===== src/rtl/qmspi_pkg.sv =====
// Shared constants and types for the queued SPI master.
// Assumes QDEPTH is a power of two and that the register windows fit ADDR_W.
package qmspi_pkg;
    localparam int QDEPTH = 16;
    localparam int PW     = $clog2(QDEPTH);
    localparam int ADDR_W = 7;
    localparam int DIVW   = 8;

    localparam logic [ADDR_W-1:0] A_RX     = ADDR_W'(2 * QDEPTH);
    localparam logic [ADDR_W-1:0] A_CMD    = ADDR_W'(4 * QDEPTH);
    localparam logic [ADDR_W-1:0] A_START  = ADDR_W'(5 * QDEPTH);
    localparam logic [ADDR_W-1:0] A_END    = ADDR_W'(5 * QDEPTH + 1);
    localparam logic [ADDR_W-1:0] A_CTRL   = ADDR_W'(5 * QDEPTH + 2);
    localparam logic [ADDR_W-1:0] A_STATUS = ADDR_W'(5 * QDEPTH + 3);
    localparam logic [ADDR_W-1:0] A_LOCK   = ADDR_W'(5 * QDEPTH + 4);
    localparam logic [ADDR_W-1:0] A_BAUD   = ADDR_W'(5 * QDEPTH + 5);
    localparam logic [ADDR_W-1:0] A_MODE   = ADDR_W'(5 * QDEPTH + 6);

    localparam int CMD_CONT_BIT = 7;

    typedef enum logic [2:0] {
        ST_IDLE, ST_LOAD, ST_LEAD, ST_SHIFT, ST_TRAIL, ST_GAP
    } eng_st_t;
endpackage


===== src/rtl/qmspi_halfclk.sv =====
// Half-period tick generator: pulses tick once every N cycles while en is high.
// Assumes div is held stable while en is high; a div of 0 acts as 1.
module qmspi_halfclk #(
    parameter int DIVW = 8
) (
    input  logic            clk,
    input  logic            rst_n,
    input  logic            en,
    input  logic [DIVW-1:0] div,
    output logic            tick
);
    logic [DIVW-1:0] cnt;
    logic [DIVW-1:0] lim;

    // Effective terminal count.
    always_comb lim = (div == '0) ? DIVW'(1) : div;
    // Tick on the last cycle of each half period.
    always_comb tick = en && (cnt == lim - DIVW'(1));

    // Count cycles inside a half period, restart when idle.
    always_ff @(posedge clk) begin
        if (!rst_n || !en) cnt <= '0;
        else if (tick)     cnt <= '0;
        else               cnt <= cnt + DIVW'(1);
    end
endmodule


===== src/rtl/qmspi_engine.sv =====
// Queue walker and byte shifter, SPI mode 0, MSB first.
// Assumes the register side keeps start/end pointers, tx and cmd entries
// stable while a run is active; tx_byte/cmd_* are indexed by ptr.
module qmspi_engine import qmspi_pkg::*; #(
    parameter int PW   = 4,
    parameter int NCS  = 2,
    localparam int SELW = (NCS > 1) ? $clog2(NCS) : 1
) (
    input  logic            clk,
    input  logic            rst_n,
    input  logic            start,
    input  logic [PW-1:0]   start_ptr,
    input  logic [PW-1:0]   end_ptr,
    input  logic [7:0]      tx_byte,
    input  logic            cmd_cont,
    input  logic [SELW-1:0] cmd_sel,
    input  logic            hold_after,
    input  logic            lock,
    input  logic            tick,
    input  logic            miso,
    output logic [PW-1:0]   ptr,
    output logic            half_en,
    output logic            rx_we,
    output logic [7:0]      rx_byte,
    output logic            done,
    output logic            sck,
    output logic            mosi,
    output logic [NCS-1:0]  cs_n
);
    eng_st_t         st;
    logic [7:0]      sr;
    logic [7:0]      rsr;
    logic [2:0]      bitcnt;
    logic            cs_on;
    logic [SELW-1:0] cs_sel;
    logic            last;

    // Divider runs only in timed states.
    always_comb half_en = (st == ST_LEAD) || (st == ST_SHIFT) ||
                          (st == ST_TRAIL) || (st == ST_GAP);
    // Current entry is the final one of the run.
    always_comb last = (ptr == end_ptr);
    // Byte complete on the eighth falling tick.
    always_comb rx_we = (st == ST_SHIFT) && tick && sck && (bitcnt == 3'd7);
    always_comb rx_byte = rsr;
    always_comb mosi = sr[7];

    // Decode the active select line.
    for (genvar g = 0; g < NCS; g++) begin : g_cs
        assign cs_n[g] = !(cs_on && (cs_sel == SELW'(g)));
    end

    // Queue walk, select control and shifting.
    always_ff @(posedge clk) begin
        if (!rst_n) begin
            st <= ST_IDLE; ptr <= '0; sr <= '0; rsr <= '0; bitcnt <= '0;
            sck <= 1'b0; cs_on <= 1'b0; cs_sel <= '0; done <= 1'b0;
        end else begin
            done <= 1'b0;
            case (st)
                ST_IDLE: begin
                    if (!lock) cs_on <= 1'b0;
                    if (start) begin
                        ptr <= start_ptr;
                        st  <= ST_LOAD;
                    end
                end
                ST_LOAD: begin
                    sr     <= tx_byte;
                    bitcnt <= '0;
                    if (cs_on && cs_sel == cmd_sel) st <= ST_SHIFT;
                    else begin
                        cs_sel <= cmd_sel;
                        cs_on  <= 1'b1;
                        st     <= ST_LEAD;
                    end
                end
                ST_LEAD: if (tick) begin
                    st  <= ST_SHIFT;
                    sck <= 1'b1;
                    rsr <= {rsr[6:0], miso};
                end
                ST_SHIFT: if (tick) begin
                    if (!sck) begin
                        sck <= 1'b1;
                        rsr <= {rsr[6:0], miso};
                    end else begin
                        sck <= 1'b0;
                        if (bitcnt != 3'd7) begin
                            bitcnt <= bitcnt + 3'd1;
                            sr     <= {sr[6:0], 1'b0};
                        end else if (!cmd_cont) st <= ST_TRAIL;
                        else if (!last) begin
                            ptr <= ptr + PW'(1);
                            st  <= ST_LOAD;
                        end else if (hold_after && lock) begin
                            st   <= ST_IDLE;
                            done <= 1'b1;
                        end else st <= ST_TRAIL;
                    end
                end
                ST_TRAIL: if (tick) begin
                    cs_on <= 1'b0;
                    if (last) begin
                        st   <= ST_IDLE;
                        done <= 1'b1;
                    end else begin
                        ptr <= ptr + PW'(1);
                        st  <= ST_GAP;
                    end
                end
                ST_GAP: if (tick) st <= ST_LOAD;
                default: st <= ST_IDLE;
            endcase
        end
    end

    // SCK may only be high inside an asserted select.
    p_sck_in_cs_r5: assert property (@(posedge clk) disable iff (!rst_n)
        sck |-> cs_on);
    // A captured byte always belongs to a selected device.
    p_rx_selected_r3: assert property (@(posedge clk) disable iff (!rst_n)
        rx_we |-> cs_on);
    // Completion follows the final queue entry.
    p_done_at_end_r4: assert property (@(posedge clk) disable iff (!rst_n)
        done |-> $past(ptr == end_ptr));
endmodule


===== src/rtl/qmspi_ctrl.sv =====
// Queued SPI master top: word register port, queue files and pin ownership.
// Assumes single-cycle register writes and combinational reads; the boot-read
// engine sits outside and only exchanges the busy/ownership handshake.
module qmspi_ctrl import qmspi_pkg::*; #(
    parameter int NCS = 2,
    localparam int SELW = (NCS > 1) ? $clog2(NCS) : 1
) (
    input  logic              clk,
    input  logic              rst_n,
    input  logic              reg_we,
    input  logic [ADDR_W-1:0] reg_addr,
    input  logic [31:0]       reg_wdata,
    output logic [31:0]       reg_rdata,
    input  logic              boot_busy,
    output logic              pins_master,
    output logic              spi_sck,
    output logic              spi_mosi,
    input  logic              spi_miso,
    output logic [NCS-1:0]    spi_cs_n
);
    logic [7:0]      tx_mem   [QDEPTH];
    logic [7:0]      rx_mem   [QDEPTH];
    logic            cmd_cont [QDEPTH];
    logic [SELW-1:0] cmd_sel  [QDEPTH];
    logic [PW-1:0]   start_ptr, end_ptr;
    logic            spe, hold_after, spif, lock, master;
    logic [DIVW-1:0] baud;

    logic            is_tx, is_rx, is_cmd, start;
    logic [PW-1:0]   eng_ptr;
    logic            half_en, tick, rx_we, eng_done, eng_sck, eng_mosi;
    logic [7:0]      rx_byte;
    logic [NCS-1:0]  eng_cs_n;

    // Window decode of the register port.
    always_comb begin
        is_tx  = reg_addr < A_RX;
        is_rx  = (reg_addr >= A_RX) && (reg_addr < A_CMD);
        is_cmd = (reg_addr >= A_CMD) && (reg_addr < A_START);
    end
    // Run request accepted only when idle and owning the pins.
    always_comb start = reg_we && (reg_addr == A_CTRL) && reg_wdata[0] &&
                        !spe && master;

    qmspi_halfclk #(.DIVW(DIVW)) u_half (
        .clk(clk), .rst_n(rst_n), .en(half_en), .div(baud), .tick(tick)
    );

    qmspi_engine #(.PW(PW), .NCS(NCS)) u_eng (
        .clk(clk), .rst_n(rst_n), .start(start),
        .start_ptr(start_ptr), .end_ptr(end_ptr),
        .tx_byte(tx_mem[eng_ptr]), .cmd_cont(cmd_cont[eng_ptr]),
        .cmd_sel(cmd_sel[eng_ptr]), .hold_after(hold_after), .lock(lock),
        .tick(tick), .miso(spi_miso), .ptr(eng_ptr), .half_en(half_en),
        .rx_we(rx_we), .rx_byte(rx_byte), .done(eng_done),
        .sck(eng_sck), .mosi(eng_mosi), .cs_n(eng_cs_n)
    );

    // Register writes, completion and receive capture.
    always_ff @(posedge clk) begin
        if (!rst_n) begin
            for (int i = 0; i < QDEPTH; i++) begin
                tx_mem[i] <= '0; rx_mem[i] <= '0;
                cmd_cont[i] <= 1'b0; cmd_sel[i] <= '0;
            end
            start_ptr <= '0; end_ptr <= '0; spe <= 1'b0; hold_after <= 1'b0;
            spif <= 1'b0; lock <= 1'b0; master <= 1'b0; baud <= '0;
        end else begin
            if (rx_we) rx_mem[eng_ptr] <= rx_byte;
            if (reg_we && !spe) begin
                if (is_tx && !reg_addr[0]) tx_mem[reg_addr[PW:1]] <= reg_wdata[7:0];
                if (is_cmd) begin
                    cmd_cont[reg_addr[PW-1:0]] <= reg_wdata[CMD_CONT_BIT];
                    cmd_sel[reg_addr[PW-1:0]]  <= reg_wdata[SELW-1:0];
                end
            end
            if (reg_we) begin
                case (reg_addr)
                    A_START:  if (!spe) start_ptr <= reg_wdata[PW-1:0];
                    A_END:    if (!spe) end_ptr <= reg_wdata[PW-1:0];
                    A_CTRL:   if (!spe) hold_after <= reg_wdata[1];
                    A_STATUS: spif <= 1'b0;
                    A_LOCK:   lock <= reg_wdata[0];
                    A_BAUD:   if (!spe) baud <= reg_wdata[DIVW-1:0];
                    A_MODE: begin
                        if (reg_wdata[0] && !boot_busy) master <= 1'b1;
                        else if (!reg_wdata[0] && !spe) master <= 1'b0;
                    end
                    default: ;
                endcase
            end
            if (start) spe <= 1'b1;
            if (eng_done) begin
                spe  <= 1'b0;
                spif <= 1'b1;
            end
        end
    end

    // Combinational register read-back.
    always_comb begin
        reg_rdata = '0;
        if (is_tx) begin
            if (!reg_addr[0]) reg_rdata[7:0] = tx_mem[reg_addr[PW:1]];
        end else if (is_rx) begin
            if (reg_addr[0]) reg_rdata[7:0] = rx_mem[reg_addr[PW:1]];
        end else if (is_cmd) begin
            reg_rdata[CMD_CONT_BIT] = cmd_cont[reg_addr[PW-1:0]];
            reg_rdata[SELW-1:0]     = cmd_sel[reg_addr[PW-1:0]];
        end else begin
            case (reg_addr)
                A_START:  reg_rdata[PW-1:0] = start_ptr;
                A_END:    reg_rdata[PW-1:0] = end_ptr;
                A_CTRL:   reg_rdata[1:0] = {hold_after, spe};
                A_STATUS: reg_rdata[0] = spif;
                A_LOCK:   reg_rdata[0] = lock;
                A_BAUD:   reg_rdata[DIVW-1:0] = baud;
                A_MODE:   reg_rdata[0] = master;
                default:  reg_rdata = '0;
            endcase
        end
    end

    // Pin ownership gating.
    always_comb begin
        pins_master = master;
        spi_sck     = master && eng_sck;
        spi_mosi    = master && eng_mosi;
        spi_cs_n    = master ? eng_cs_n : '1;
    end

    // A run is only ever active in master mode.
    p_spe_master_r9: assert property (@(posedge clk) disable iff (!rst_n)
        spe |-> master);
    // Ownership is only taken while the boot engine is idle.
    p_master_rise_r9: assert property (@(posedge clk) disable iff (!rst_n)
        $rose(master) |-> $past(!boot_busy));
    // Completion sets the flag and drops the run bit together.
    p_done_flag_r6: assert property (@(posedge clk) disable iff (!rst_n)
        eng_done |=> (spif && !spe));
    // Queue indexes frozen during a run.
    p_ptr_frozen_r8: assert property (@(posedge clk) disable iff (!rst_n)
        (spe && $past(spe)) |-> ($stable(start_ptr) && $stable(end_ptr)));
endmodule


===== config.mk =====
export PLATFORM = sky130hd
export DESIGN_NAME = qmspi_ctrl
export DESIGN_NICKNAME = d
export VERILOG_FILES = /design/src/rtl/qmspi_pkg.sv /design/src/rtl/qmspi_halfclk.sv /design/src/rtl/qmspi_engine.sv /design/src/rtl/qmspi_ctrl.sv
export SDC_FILE = /design/constraint.sdc
export NUM_CORES = 1
export LEC_CHECK = 0
export ABC_AREA = 1
export BUFFER_PORTS_ARGS = -buffer_cell sky130_fd_sc_hd__buf_2
export CORE_UTILIZATION = 60
export CTS_CLUSTER_SIZE = 25
export DETAILED_ROUTE_END_ITERATION = 10
export PLACE_DENSITY = 0.84
export SLEW_MARGIN = 5
export SYNTH_ARGS = -nofsm -noshare
export SYNTH_HDL_FRONTEND = slang
export SYNTH_SLANG_ARGS = --single-unit

===== constraint.sdc =====
create_clock -name clk -period 5.65 [get_ports clk]
set_input_delay 0.565 -clock clk [delete_from_list [all_inputs] [get_ports clk]]
set_output_delay 0.565 -clock clk [all_outputs]
set_load 0.1 [all_outputs]

# After elaboration in Yosys (flattened, before gate mapping)
# Memory sizes are Yosys's and may differ from the RTL's. A register that Yosys moved wholly into a read port is not among the register bits.
# Index checks and enable logic that the tools add are counted.
totals:
  register_bits: 59
  ramBits: 288
  inputBits: 44
  output_inout_bits: 37
  word_cells: 223
  mem_count: 4
memory_table:
  columns: ["name", "words", "word_bits", "read_ports", "rd_ports_with_merged_regs", "write_ports", "line", "text"]
  rows:
  - ["rx_mem", 16, 8, 1, 0, 16, "qmspi_ctrl.sv:22", "logic [7:0] rx_mem [QDEPTH];"]
  - ["tx_mem", 16, 8, 2, 1, 16, "qmspi_ctrl.sv:21", "logic [7:0] tx_mem [QDEPTH];"]
  - ["cmd_cont", 16, 1, 2, 1, 16, "qmspi_ctrl.sv:23", "logic cmd_cont [QDEPTH];"]
  - ["cmd_sel", 16, 1, 2, 1, 16, "qmspi_ctrl.sv:24", "logic [SELW-1:0] cmd_sel [QDEPTH];"]
classes:
  addsub: 4
  magnitude_cmp: 5
  eq_ne: 29
  mux: 98
  n_bitwise: 4
  n_reduce_logical: 61
ops:
  columns: ["op", "n"]
  rows:
  - ["$mux W8", 13]
  - ["$mux W4", 18]
  - ["$eq A7 B7 Y1 const B", 7]
  - ["$mux W3", 14]
  - ["$mux W1", 40]
  - ["$pmux W8 S2", 2]
  - ["$logic_and A1 B1 Y1", 20]
  - ["$pmux W3 S6", 1]
  - ["$reduce_and A3 Y1", 6]
  - ["$reduce_or A8 Y1", 2]
  - ["$lt A7 B7 Y1 const B", 2]
  - ["$reduce_and A7 Y1", 2]
  - ["$ne A2 B1 Y1 const B", 6]
  - ["$ne A2 B2 Y1 const B", 6]
  - ["$pmux W4 S3", 1]
  - ["$reduce_and A4 Y1", 3]
  - ["$reduce_bool A2 Y1", 5]
  - ["$eq A3 B3 Y1 const B", 3]
  - ["$add A8 B1 Y8 const B", 1]
  - ["$eq A8 B8 Y1", 1]
  - ["$logic_not A1 Y1", 8]
  - ["$logic_not A8 Y1", 1]
  - ["$sub A8 B1 Y8 const B", 1]
  - ["$ge A7 B6 Y1 const B", 1]
  - ["24 further kinds", 37]

# Longest topological paths before layout
# Gate-level depths: netlist (run 1).
depth:
  depth_word: 13
  ltp_mapped: 19
  ltp_nobuf: 19

# Cells and area by module
# A second synthesis (run 1) with hierarchy kept.
unflattened:
  cells_unflattened: 2143
  area_unflattened_um2: 17480.5
modules_own_cells:
  columns: ["mod", "instances", "cells_each", "area_per_inst_um2", "seq_area_each_um2"]
  rows:
  - ["qmspi_ctrl", 1, 1777, 15130.8, 8748.4]
  - ["qmspi_engine", 1, 255, 1669.1, 600.6]
  - ["qmspi_halfclk", 1, 111, 680.7, 160.2]

# Worst setup path after synthesis (run 1)
# Ideal clock, no wire load.
synth_path:
  path_kind: "input to output"
  startpoint: "input reg_addr[3]"
  endpoint: "output reg_rdata[4]"
  arrival_time_ps: 2866
  required_ps: 5085
  path_slack_ps: 2219
  cell_stages: 6
  path_buffers: 1
  cell_sequence: "buf_2 -> nor2_1 -> nand2_1 -> nor2_1 -> inv_1 -> o211ai_1"
synth_between:
  elab_chain_len: 5
  word_cells_on_any_way: 16
  classes_between: "5 x order compare; 1 x eq/ne; 6 x mux; 2 x reduce/logical; 2 x memory"
synth_lines:
  columns: ["element", "line", "text"]
  rows:
  - ["start: declaration", "qmspi_ctrl.sv:11", "input logic [ADDR_W-1:0] reg_addr,"]
  - ["$ge A7 B7 Y1 (tied with other cells)", "qmspi_ctrl.sv:39", "is_cmd = (reg_addr >= A_CMD) && (reg_addr < A_START);"]
  - ["$logic_and A1 B1 Y1 / $mux W4 (equally long branches)", "qmspi_ctrl.sv:39, qmspi_ctrl.sv:111", null]
  - ["$mux W6", "qmspi_ctrl.sv:107", "end else if (is_cmd) begin"]
  - ["$mux W8", "qmspi_ctrl.sv:105", "end else if (is_rx) begin"]
  - ["$mux W8 (*)", "qmspi_ctrl.sv:103", "if (is_tx) begin"]
  - ["end: declaration", "qmspi_ctrl.sv:13", "output logic [31:0] reg_rdata,"]
# Every way passes the cells marked *; elsewhere a longest branch is shown, timed or not.

# Worst setup path after layout (run 1)
layout_path:
  startpoint: "input reg_addr[2]"
  endpoint: "output reg_rdata[6]"
# The elaborated chain is that of the path after synthesis.

==> impl_metrics.toml, run 1 <==
[global_route]
grt_pass1_vias = 14700
grt_overflow_total = 0
grt_max_degree = 67
globalRouteTotalUtil_pct = 32.9
antenna_found_initial = 0
grt_first_pass_wirelength_um = 77900

[timing]
worst_pin_slew_ns = 1.04
hold_violations = 0
report.final.slew_viol_count = 0
fin_hold_ws_ns = 0.345
finalSetupViolCount = 0
finalCritPeriodShare_pct = 74.7
slew_headroom_pct = 30.4
fmax_mhz = 237
skew_ns = 0.0156
fin_crit_ns = 4.22
rsz0062_at_grt = "false"
tns_ns = 0

[synthesis]
yosysSeqAreaShare_pct = 53.6
ys_types = 45
synth_edf_count = 256
synthCells = 2095
synth_top_area_cell = "edfxtp_1"
synth_top_area_share_pct = 43.0
synthArstFlopShare_pct = 0
synth_area_leaders = "edfxtp_1 43%, dfxtp_1 11%, nand3_1 7.7%"
syn_avg_cell_area_um2 = 8.54
ys_ff_latch = 351
synth_warnings = 0
synth_flop_cell = "edfxtp_1"
syn_area_um2 = 17900

[outcome]
status = "finished with violations"
violations = "DRC"

[floorplan]
ios = 81
die_area_um2 = 30500
die_w_um = 175
core_area_um2 = 29000
start_util_pct = 61.7
rows = 62
fp.dieH_um = 175

[power_and_ir_drop]
powerDensity_nw_per_um2 = 353
p_leak_uw = 0.00746
irDropWorstVdd_mv = 0.328

[clock_tree]
ctsResizeCount = 0
cts_buffers = 36
cts_sinks = 351
post-cts-setup-buffers = 0
cts_tree = "yes"
htree_levels = 2
clock_path_buffers = 3
cts_root_buf = "clkbuf_16"
ctsHoldBuffers = 0
clkLatencyLatePin_ns = 0.52
clk_pin_slew_ns = 0.06

[place]
port_buffers = 32
routabilityCongestion = 1.03
dp.cells = 2412
placed_cell_area_um2 = 18100
hpwl_um = 33300

[routing]
via_per_inst = 6.35
drc_errors = 1
wire_per_inst_um = 20.5
routed_wl_um = 50900
vias = 15700
drtIter0Drc = 2946
dr.pass1.iters = 11
ant_nets = 0

[flow_run]
cap_violations = 0

[hold_path]
min_from = "boot_busy"
hold_path.class = "in -> reg"

[critical_path]
end_kind = "output port"
crit_required_ns = 5.09
regToRegStartpoint = "baud[6]$_SDFFE_PN0P_"
crit_arrival_ns = 3.66
worstSetupStartpointType = "primary input"
timing.rr.end = "rx_mem[1][7]$_SDFFCE_PN0P_"
crit_fanout = 51
rr_worst_depth = 15
rrSetupSlack_ns = 2.47
cp-endpoint = "reg_rdata[6]"
startpoint = "reg_addr[2]"
critPathKind = "in -> out"

[cells_and_area]
area_growth_pct = 7.84
fin_cells = 2478
drive_above_1_share_pct = 7.69
mostFrequentLayoutCell = "nor2_1"
diodes = 0
nets = 2120
final_area_um2 = 19300
final.fill_count = 2305
most-common-layout-cells = "308 x nor2_1, 276 x nand3_1, 270 x nand2_1, 256 x edfxtp_1, 237 x o21ai_0"
## Yosys cell counts, types with 4 or more instances
cell      count
nor2_2       22
nand2_2       4
nor2_8        6
xor2_1       11
buf_2        14
o22ai_1      13
dfxtp_1      95
a22oi_1      36
clkbuf_1     83
nand2_1     270
nand4_1      22
o21ai_0     237
nor2_1      310
ha_1         10
buf_4        25
nor3_2        5
nand3_1     276
inv_1       180
clkinv_1     12
nand2_4      16
o211ai_1      7
nor3_1       11
edfxtp_1    256
a21oi_1     128
buf_1        16
## through the flow
stage / total power [uW] / util, % / worst slack (ns)
finish: 6810 / 66.5 / 1.43
global route: 7010 / 66.5 / 1.42
CTS: 6750 / 66.5 / 1.69
detailed placement: 4370 / 62.5 / 1.69
global placement: 4340 / 62.5 / 1.73
floorplan: 4020 / - / 2.22
## state kept, by name, summed over array words and instances (netlist names), named ones only
register / count
u_eng.sck: 1
u_half.cnt: 8
spe: 1
tx_mem: 128
u_eng.ptr: 4
cmd_cont: 16
lock: 1
pins_master: 1
u_eng.cs_sel: 1
baud: 8
u_eng.cs_on: 1
u_eng.done: 1
spif: 1
u_eng.st: 3
rx_mem: 128
hold_after: 1
end_ptr: 4
u_eng.sr: 8
u_eng.rx_byte: 8
cmd_sel: 16
u_eng.bitcnt: 3
start_ptr: 4
## power breakdown
group          leakage (uW)  internal (uW)  switching, uW
Clock              0.000567           1420           1000
Sequential          0.00342           2890            127
Combinational       0.00348            339           1030
Total               0.00746           4650           2160
## critical path, stage by stage
cell	delay (ns)
buf_4	0.51
nand2_1	0.73
o21ai_0	0.39
o21ai_0	0.32
nand4_1	0.23
nand2_1	0.15
o211ai_1	0.21
buf_2	0.49
## worst min-delay path by stage
stage          depth (start not counted)                       end  slack (ns)
5_1_grt                                3      baud[7]$_SDFFE_PN0P_        0.35
3_3_place_gp                           1          spe$_SDFFE_PP0P_        0.42
6_report                               4  pins_master$_SDFFE_PN0P_        0.34
3_5_place_dp                           1          spe$_SDFFE_PP0P_        0.42
2_1_floorplan                          1          spe$_SDFFE_PP0P_        0.40
4_1_cts                                4  pins_master$_SDFFE_PN0P_        0.34
## per-layer routing
metal / routed length, um / global-route usage [%] / part of all wire [%]
met1: 18400 / 42.6 / 36
met2: 23300 / 52.5 / 46
met3: 6650 / 6.70 / 13
met4: 2620 / 17.2 / 5.1
met5: 0 / 0 / 0
## cell families (layout without fill, tap and decap cells)
group	after synthesis	in the layout	share of synthesized area (%)
xor gates and xnor gates	12	12	0.587
and+or+nand+nor	951	951	24.3
AOI/OAI and AO/OA	435	435	13.0
buffers and inverters	335	311	7.75
DFF	351	351	53.6
adders and majority gates	10	10	0.699
other	1	24	0.0210
## layout make-up
cell class	count	area (um^2)	share of cell area, %
Tap cell	384	480	2.49
Timing Repair Buffer	50	300	1.56
Clock buffer	52	1000	5.20
Clock inverter	14	173	0.895
Inverter	195	734	3.81
Multi-Input combinational cell	1432	7020	36.4
Sequential cell	351	9590	49.7
No activity file was read; power rests on OpenSTA's default activity.
==> run 2, diff against run 1 <==
Settings changed: ABC_AREA 1 to 0, CORE_UTILIZATION 60 to 56, PLACE_DENSITY 0.84 to 0.82.
Clock period 5.65 ns to 3.7 ns, I/O delays scaled along.
==> run 2 against run 1 <==
  * The flow now finishes without violations
  * Synthesized cell count down 33%
  * Final cell count fell by 24%
  * Count of clock-buffer cells in the layout shrank 9
  * Hold slack worse by 0.26 ns
  * Clock skew fell by 0.0049 ns
  * Largest cell class unchanged
  * Largest power group unchanged
==> impl_metrics.toml, run 2 <==
[outcome]
status = "finished, final reports clean"

[power_and_ir_drop]
powerDensity_nw_per_um2 = 481
swShare_pct = 26.9
p_int_uw = 7080
p_switching_uw = 2610
sequentialPowerShare_pct = 47.3
irDropWorstVdd_mv = 0.386
p_leak_uw = 0.00711
combPwrFrac_pct = 14.9
clockPowerShare_pct = 37.8

[timing]
finalSetupViolCount = 0
skew_ns = 0.0107
fmax_mhz = 278
fin_crit_ns = 3.60
report.final.slew_viol_count = 0
worst_pin_slew_ns = 0.977
slew_headroom_pct = 34.9
rsz0062_at_grt = "true"
hold_violations = 0
finalCritPeriodShare_pct = 97.2
tns_ns = 0

[synthesis]
ys_ff_latch = 351
synthArstFlopShare_pct = 0
yosysSeqAreaShare_pct = 53.2
synth_fa_ha_area_share_pct = 0.694
synth-compound-area-share_pct = 5.06
syn_avg_cell_area_um2 = 12.9
ys_types = 67
synth_warnings = 0
syn_area_um2 = 18000
netlist_top_cells_count = "256 x edfxtp_1, 227 x and2_1, 140 x mux4_2"
synth_most_common_cell = "edfxtp_1"
synth_flop_cell = "edfxtp_1"
yosys.area_share.xor_xnor_pct = 0.825
synth-simple-area-share_pct = 16.8
synth_top_area_cell = "edfxtp_1"
synth_top_family_by_area = "multiplexers"
synth_mux_area_share_pct = 19.7
synth_top_area_share_pct = 42.6
synth_area_leaders = "edfxtp_1 43%, mux4_2 17%, dfxtp_1 11%"
synthCells = 1395
synth_edf_count = 256

[routing]
drtIter0Drc = 1347
via_per_inst = 6.51
dr.pass1.iters = 5
drc_errors = 0
routed_wl_um = 45000
wire_per_inst_um = 24.0
vias = 12200
ant_nets = 0

[critical_path]
end_kind = "register"
crit_buf_inv = 1
rr_worst_depth = 12
regToRegStartpoint = "baud[3]$_SDFFE_PN0P_"
critPathTopFamily = "simple AND/OR/NAND/NOR gates"
slowest_delay_ns = 0.56
timing.rr.end = "u_eng.sr[5]$_SDFFE_PN0P_"
crit_chain = "or4_4, nor2_1, a21oi_1, ha_1, xor2_1, o2111ai_1, nor4_2, and4_2, buf_4, a31oi_4, nand2b_4, a211oi_1"
cp_slowest_cell = "or4_4"
crit_arrival_ns = 4.02
worstSetupStartpointType = "register"
crit_fanout = 10
crit_required_ns = 4.12
critPathKind = "reg -> reg"
rrSetupSlack_ns = 0.10

[floorplan]
rows = 65
die_w_um = 181
die_area_um2 = 32900
start_util_pct = 57.0
ios = 81
core_area_um2 = 31600
fp.dieH_um = 181

[clock_tree]
post-cts-setup-buffers = 0
htree_levels = 2
cts_sinks = 351
clk_pin_slew_ns = 0.06
cts_root_buf = "clkbuf_16"
cts_tree = "yes"
clkLatencyLatePin_ns = 0.53
cts_buffers = 37
clock_path_buffers = 3

[place]
placed_cell_area_um2 = 18900
hpwl_um = 31400
port_buffers = 32
routabilityCongestion = 0.880

[hold_path]
hold_path_end = "u_eng.rx_byte[0]$_SDFFE_PN0P_"
hold_path.class = "in -> reg"
holdPathStages = 3
min_from = "spi_miso"

[cells_and_area]
diodes = 0
drive_above_1_share_pct = 22.4
most-common-layout-cells = "256 x edfxtp_1, 227 x and2_1, 140 x mux4_2, 93 x dfxtp_1, 89 x nand2_1"
reg.largest.list = "rx_mem (128), tx_mem (128)"
final_area_um2 = 20100
mostFrequentLayoutCell = "edfxtp_1"
nets = 1499
area_growth_pct = 11.7
final.fill_count = 2224

[global_route]
antenna_found_initial = 0
globalRouteTotalUtil_pct = 28.1
grt_overflow_total = 0
grt_pass1_vias = 12200
grt_max_degree = 65
grt_first_pass_wirelength_um = 70400

[flow_run]
cap_violations = 0
==> run 2: changes by cell type after synthesis, sizes merged, moves of 16 or more <==
cell,change
nand3,-242
nor3,+28
inv,-161
nor2,-252
a22oi,-30
mux4,+140
o21ai,-176
a21oi,-108
mux2i,+37
and2,+227
nand4,-16
nand2,-202
==> run 2: worst max path at each step <==
stage / from / to / slack [ns] / cells after the start
after global routing: baud[3]$_SDFFE_PN0P_ / u_eng.sr[4]$_SDFFE_PN0P_ / -0.05 / 12
after floorplan: baud[3]$_SDFFE_PN0P_ / rx_mem[0][0]$_SDFFCE_PN0P_ / -0.18 / 11
final: baud[3]$_SDFFE_PN0P_ / u_eng.sr[5]$_SDFFE_PN0P_ / 0.10 / 12
after global placement: baud[3]$_SDFFE_PN0P_ / u_eng.sr[4]$_SDFFE_PN0P_ / 0.15 / 12
after detailed placement: baud[3]$_SDFFE_PN0P_ / u_eng.sr[4]$_SDFFE_PN0P_ / 0.09 / 12
after CTS: baud[3]$_SDFFE_PN0P_ / u_eng.sr[5]$_SDFFE_PN0P_ / 0.05 / 12
==> run 2: power groups by stage <==
stage                     clock, uW  combinational, uW  sequential, uW
after detailed placement          0               1410            4650
after global routing           3830               1520            4600
after global placement            0               1380            4640
after floorplan                   0               1090            4550
final                          3670               1440            4580
after CTS                      3680               1420            4570
==> run 2: per-stage QoR <==
step	hold WS [ns]	total power [uW]	std cells	setup WS, ns	utilization, %
after floorplan	0.400	5640	1418	-0.177	-
after global placement	0.425	6010	1808	0.146	59.9
after detailed placement	0.440	6060	1808	0.0896	59.9
after CTS	0.0805	9670	1874	0.0532	63.6
after global routing	0.0816	9950	1874	-0.0492	63.7
final	0.0846	9680	1874	0.103	63.7
==> run 2: repair_timing <==
action	4_1_cts	5_1_grt
endpoints found under the setup margin	1	131
endpoints found under the hold margin	0	0
gates resized for setup	1	5
hold buffers	0	0
==> run 2: layer usage <==
layer	vias to the layer above	GRT usage, %	share of wire [%]
met3	116	4.05	8.4
li1	5279	-	-
met4	0	10.2	3.4
met2	679	48.0	51
met1	6118	36.6	37
met5	-	0	0
==> run 2: kinds of logic after synthesis <==
kind of cell / after synthesis
other cells: 1
xor+xnor: 17
simple gates: 549
flops: 351
fa+ha+maj: 10
compound gates: 141
mux: 179
buf+inv: 147
==> run 2: worst register-to-register path: stages, from the launching register on <==
cell	delay, ns
dfxtp_1	0.32
or4_4	0.56
nor2_1	0.18
a21oi_1	0.10
ha_1	0.29
xor2_1	0.15
o2111ai_1	0.16
nor4_2	0.37
and4_2	0.38
buf_4	0.20
a31oi_4	0.16
nand2b_4	0.26
a211oi_1	0.35
==> run 2: area by class of cell <==
class	count	area [um^2]	share of cell area, %
tap	402	503	2.50
clock buffer	43	968	4.81
timing repair buffer	111	901	4.47
inverter	24	90.1	0.447
multi-input combinational	920	7870	39.1
clock inverter	23	221	1.10
sequential	351	9590	47.6
==> run 3, diff against run 2 <==
Settings changed: CELL_PAD_IN_SITES_DETAIL_PLACEMENT set to 0, CELL_PAD_IN_SITES_GLOBAL_PLACEMENT set to 1, CORE_UTILIZATION 56 to 47, PLACE_DENSITY 0.82 to 0.83.
==> run 3 against run 2 <==
  * Wire length is 1.9% higher
  * Critical endpoint is now rx_mem[1][4]$_SDFFCE_PN0P_
  * Via count shrank 3.6%
  * Design area increased by 1.5%
  * Final cell count grew 6.5%
  * Combinational power is essentially flat
  * Global-route usage decreased by 3.7 points
==> impl_metrics.toml, run 3 (same netlist as run 2, synthesis figures left out) <==
[clock_tree]
cts_tree = "yes"
cts_sinks = 351
clkLatencyLatePin_ns = 0.55
clk_pin_slew_ns = 0.06
cts_root_buf = "clkbuf_16"
cts_buffers = 39
clock_path_buffers = 3
htree_levels = 2
post-cts-setup-buffers = 0

[timing]
report.final.slew_viol_count = 0
skew_ns = 0.0199
slew_headroom_pct = 42.6
fin_hold_ws_ns = 0.0629
rsz0062_at_grt = "true"
finalCritPeriodShare_pct = 93.9
fin_crit_ns = 3.48
worst_pin_slew_ns = 0.856
fmax_mhz = 288
finalSetupViolCount = 0
hold_violations = 0

[routing]
ant_nets = 0
wire_per_inst_um = 23.0
via_per_inst = 5.89
drtIter0Drc = 1010
dr.pass1.iters = 5
vias = 11800
drc_errors = 0
routed_wl_um = 45900

[cells_and_area]
most-common-layout-cells = "256 x edfxtp_1, 227 x and2_1, 140 x mux4_2, 93 x dfxtp_1, 89 x nand2_1"
final.fill_count = 3071
nets = 1508
drive_above_1_share_pct = 23.2
final_area_um2 = 20400
diodes = 0
mostFrequentLayoutCell = "edfxtp_1"
reg.largest.list = "rx_mem (128), tx_mem (128)"
area_growth_pct = 13.3

[critical_path]
crit_arrival_ns = 3.72
crit_fanout = 8
slowest_delay_ns = 0.57
worstSetupStartpointType = "register"
crit_buf_inv = 1
end_kind = "register"
crit_required_ns = 3.95
cp_slowest_cell = "or4_4"
crit_chain = "or4_4, nor2_1, a21oi_1, ha_1, xor2_1, o2111ai_1, nor4_2, nand4_2, or4_4, o21ai_0, buf_4"
cp_common_cell = "or4_4"
critPathTopFamily = "simple AND/OR/NAND/NOR gates"
critPathKind = "reg -> reg"
rrSetupSlack_ns = 0.22

[global_route]
grt_pass1_vias = 11800
antenna_found_initial = 0
grt_overflow_total = 0
grt_max_degree = 48
globalRouteTotalUtil_pct = 24.3
grt_first_pass_wirelength_um = 70600

[outcome]
status = "finished, final reports clean"

[power_and_ir_drop]
p_switching_uw = 2670
combPwrFrac_pct = 14.8
clockPowerShare_pct = 39.5
irDropWorstVdd_mv = 0.366
powerDensity_nw_per_um2 = 487
p_leak_uw = 0.00719
p_int_uw = 7290
swShare_pct = 26.8
sequentialPowerShare_pct = 45.7

[floorplan]
ios = 81
core_area_um2 = 37800
fp.dieH_um = 198
start_util_pct = 47.8
die_w_um = 198
die_area_um2 = 39200
rows = 71

[place]
port_buffers = 32
routabilityCongestion = 0.895
hpwl_um = 32000
placed_cell_area_um2 = 19100

[flow_run]
cap_violations = 0

[hold_path]
hold_path.class = "in -> reg"
[run 3: final cells by class]
cell class,count,area (um^2),area share [%]
clock buffer,52,1090,5.31
inverter,24,90.1,0.441
sequential,351,9590,46.9
timing repair buffer,118,946,4.63
clock inverter,20,218,1.07
multi-input combinational,920,7870,38.5
tap,511,639,3.13
[run 3: worst paths after layout]
check | from | end | cells past startpoint
max | baud[3]$_SDFFE_PN0P_ | rx_mem[1][4]$_SDFFCE_PN0P_ | 11
min | spi_miso | u_eng.rx_byte[0]$_SDFFE_PN0P_ | 3
max reg2reg | baud[3]$_SDFFE_PN0P_ | rx_mem[1][4]$_SDFFCE_PN0P_ | 11
min reg2reg | u_eng.done$_SDFF_PN0_ | spe$_SDFFE_PP0P_ | 1
[run 3: metrics by stage]
| step | utilization [%] | worst slack, ns | TNS (ns) | total power, uW | instances |
|---|---|---|---|---|---|
| finish | 54.1 | 0.224 | 0 | 9950 | 1996 |
| floorplan | - | -0.177 | -5.56 | 5640 | 1418 |
| detailed placement | 50.7 | 0.0595 | 0 | 6080 | 1924 |
| global route | 54.1 | -0.00955 | -0.0435 | 10200 | 1996 |
| CTS | 54.1 | 0.0397 | 0 | 9980 | 1996 |
| global placement | 50.7 | 0.139 | 0 | 6050 | 1924 |
[run 3: power groups by stage]
stage / logic (uW) / clock network, uW / registers (uW)
finish: 1470 / 3930 / 4550
floorplan: 1090 / 0 / 4550
global route: 1550 / 4120 / 4570
CTS: 1460 / 3970 / 4550
detailed placement: 1450 / 0 / 4630
global placement: 1440 / 0 / 4610
[run 3: tightest hold or removal path: cells and delay by family]
kind | cells | cell delay, ns
buffers and inverters | 1 | 0.08
multiplexers | 1 | 0.05
AND/OR/NAND/NOR | 1 | 0.08
[run 3: repair_timing]
| item | 4_1_cts | 5_1_grt |
|---|---|---|
| hold buffers | 0 | 0 |
| endpoints found under the hold margin | 0 | 0 |
| setup endpoints to repair | 0 | 172 |
| resized for setup | 0 | 6 |
[run 3: layer usage]
layer | part of all wire, % | GRT usage [%] | up-vias
li1 | - | - | 5305
met1 | 40 | 30.8 | 5912
met2 | 50 | 41.4 | 447
met3 | 7.0 | 4.85 | 90
met4 | 3.2 | 8.76 | 0
met5 | 0 | 0 | -
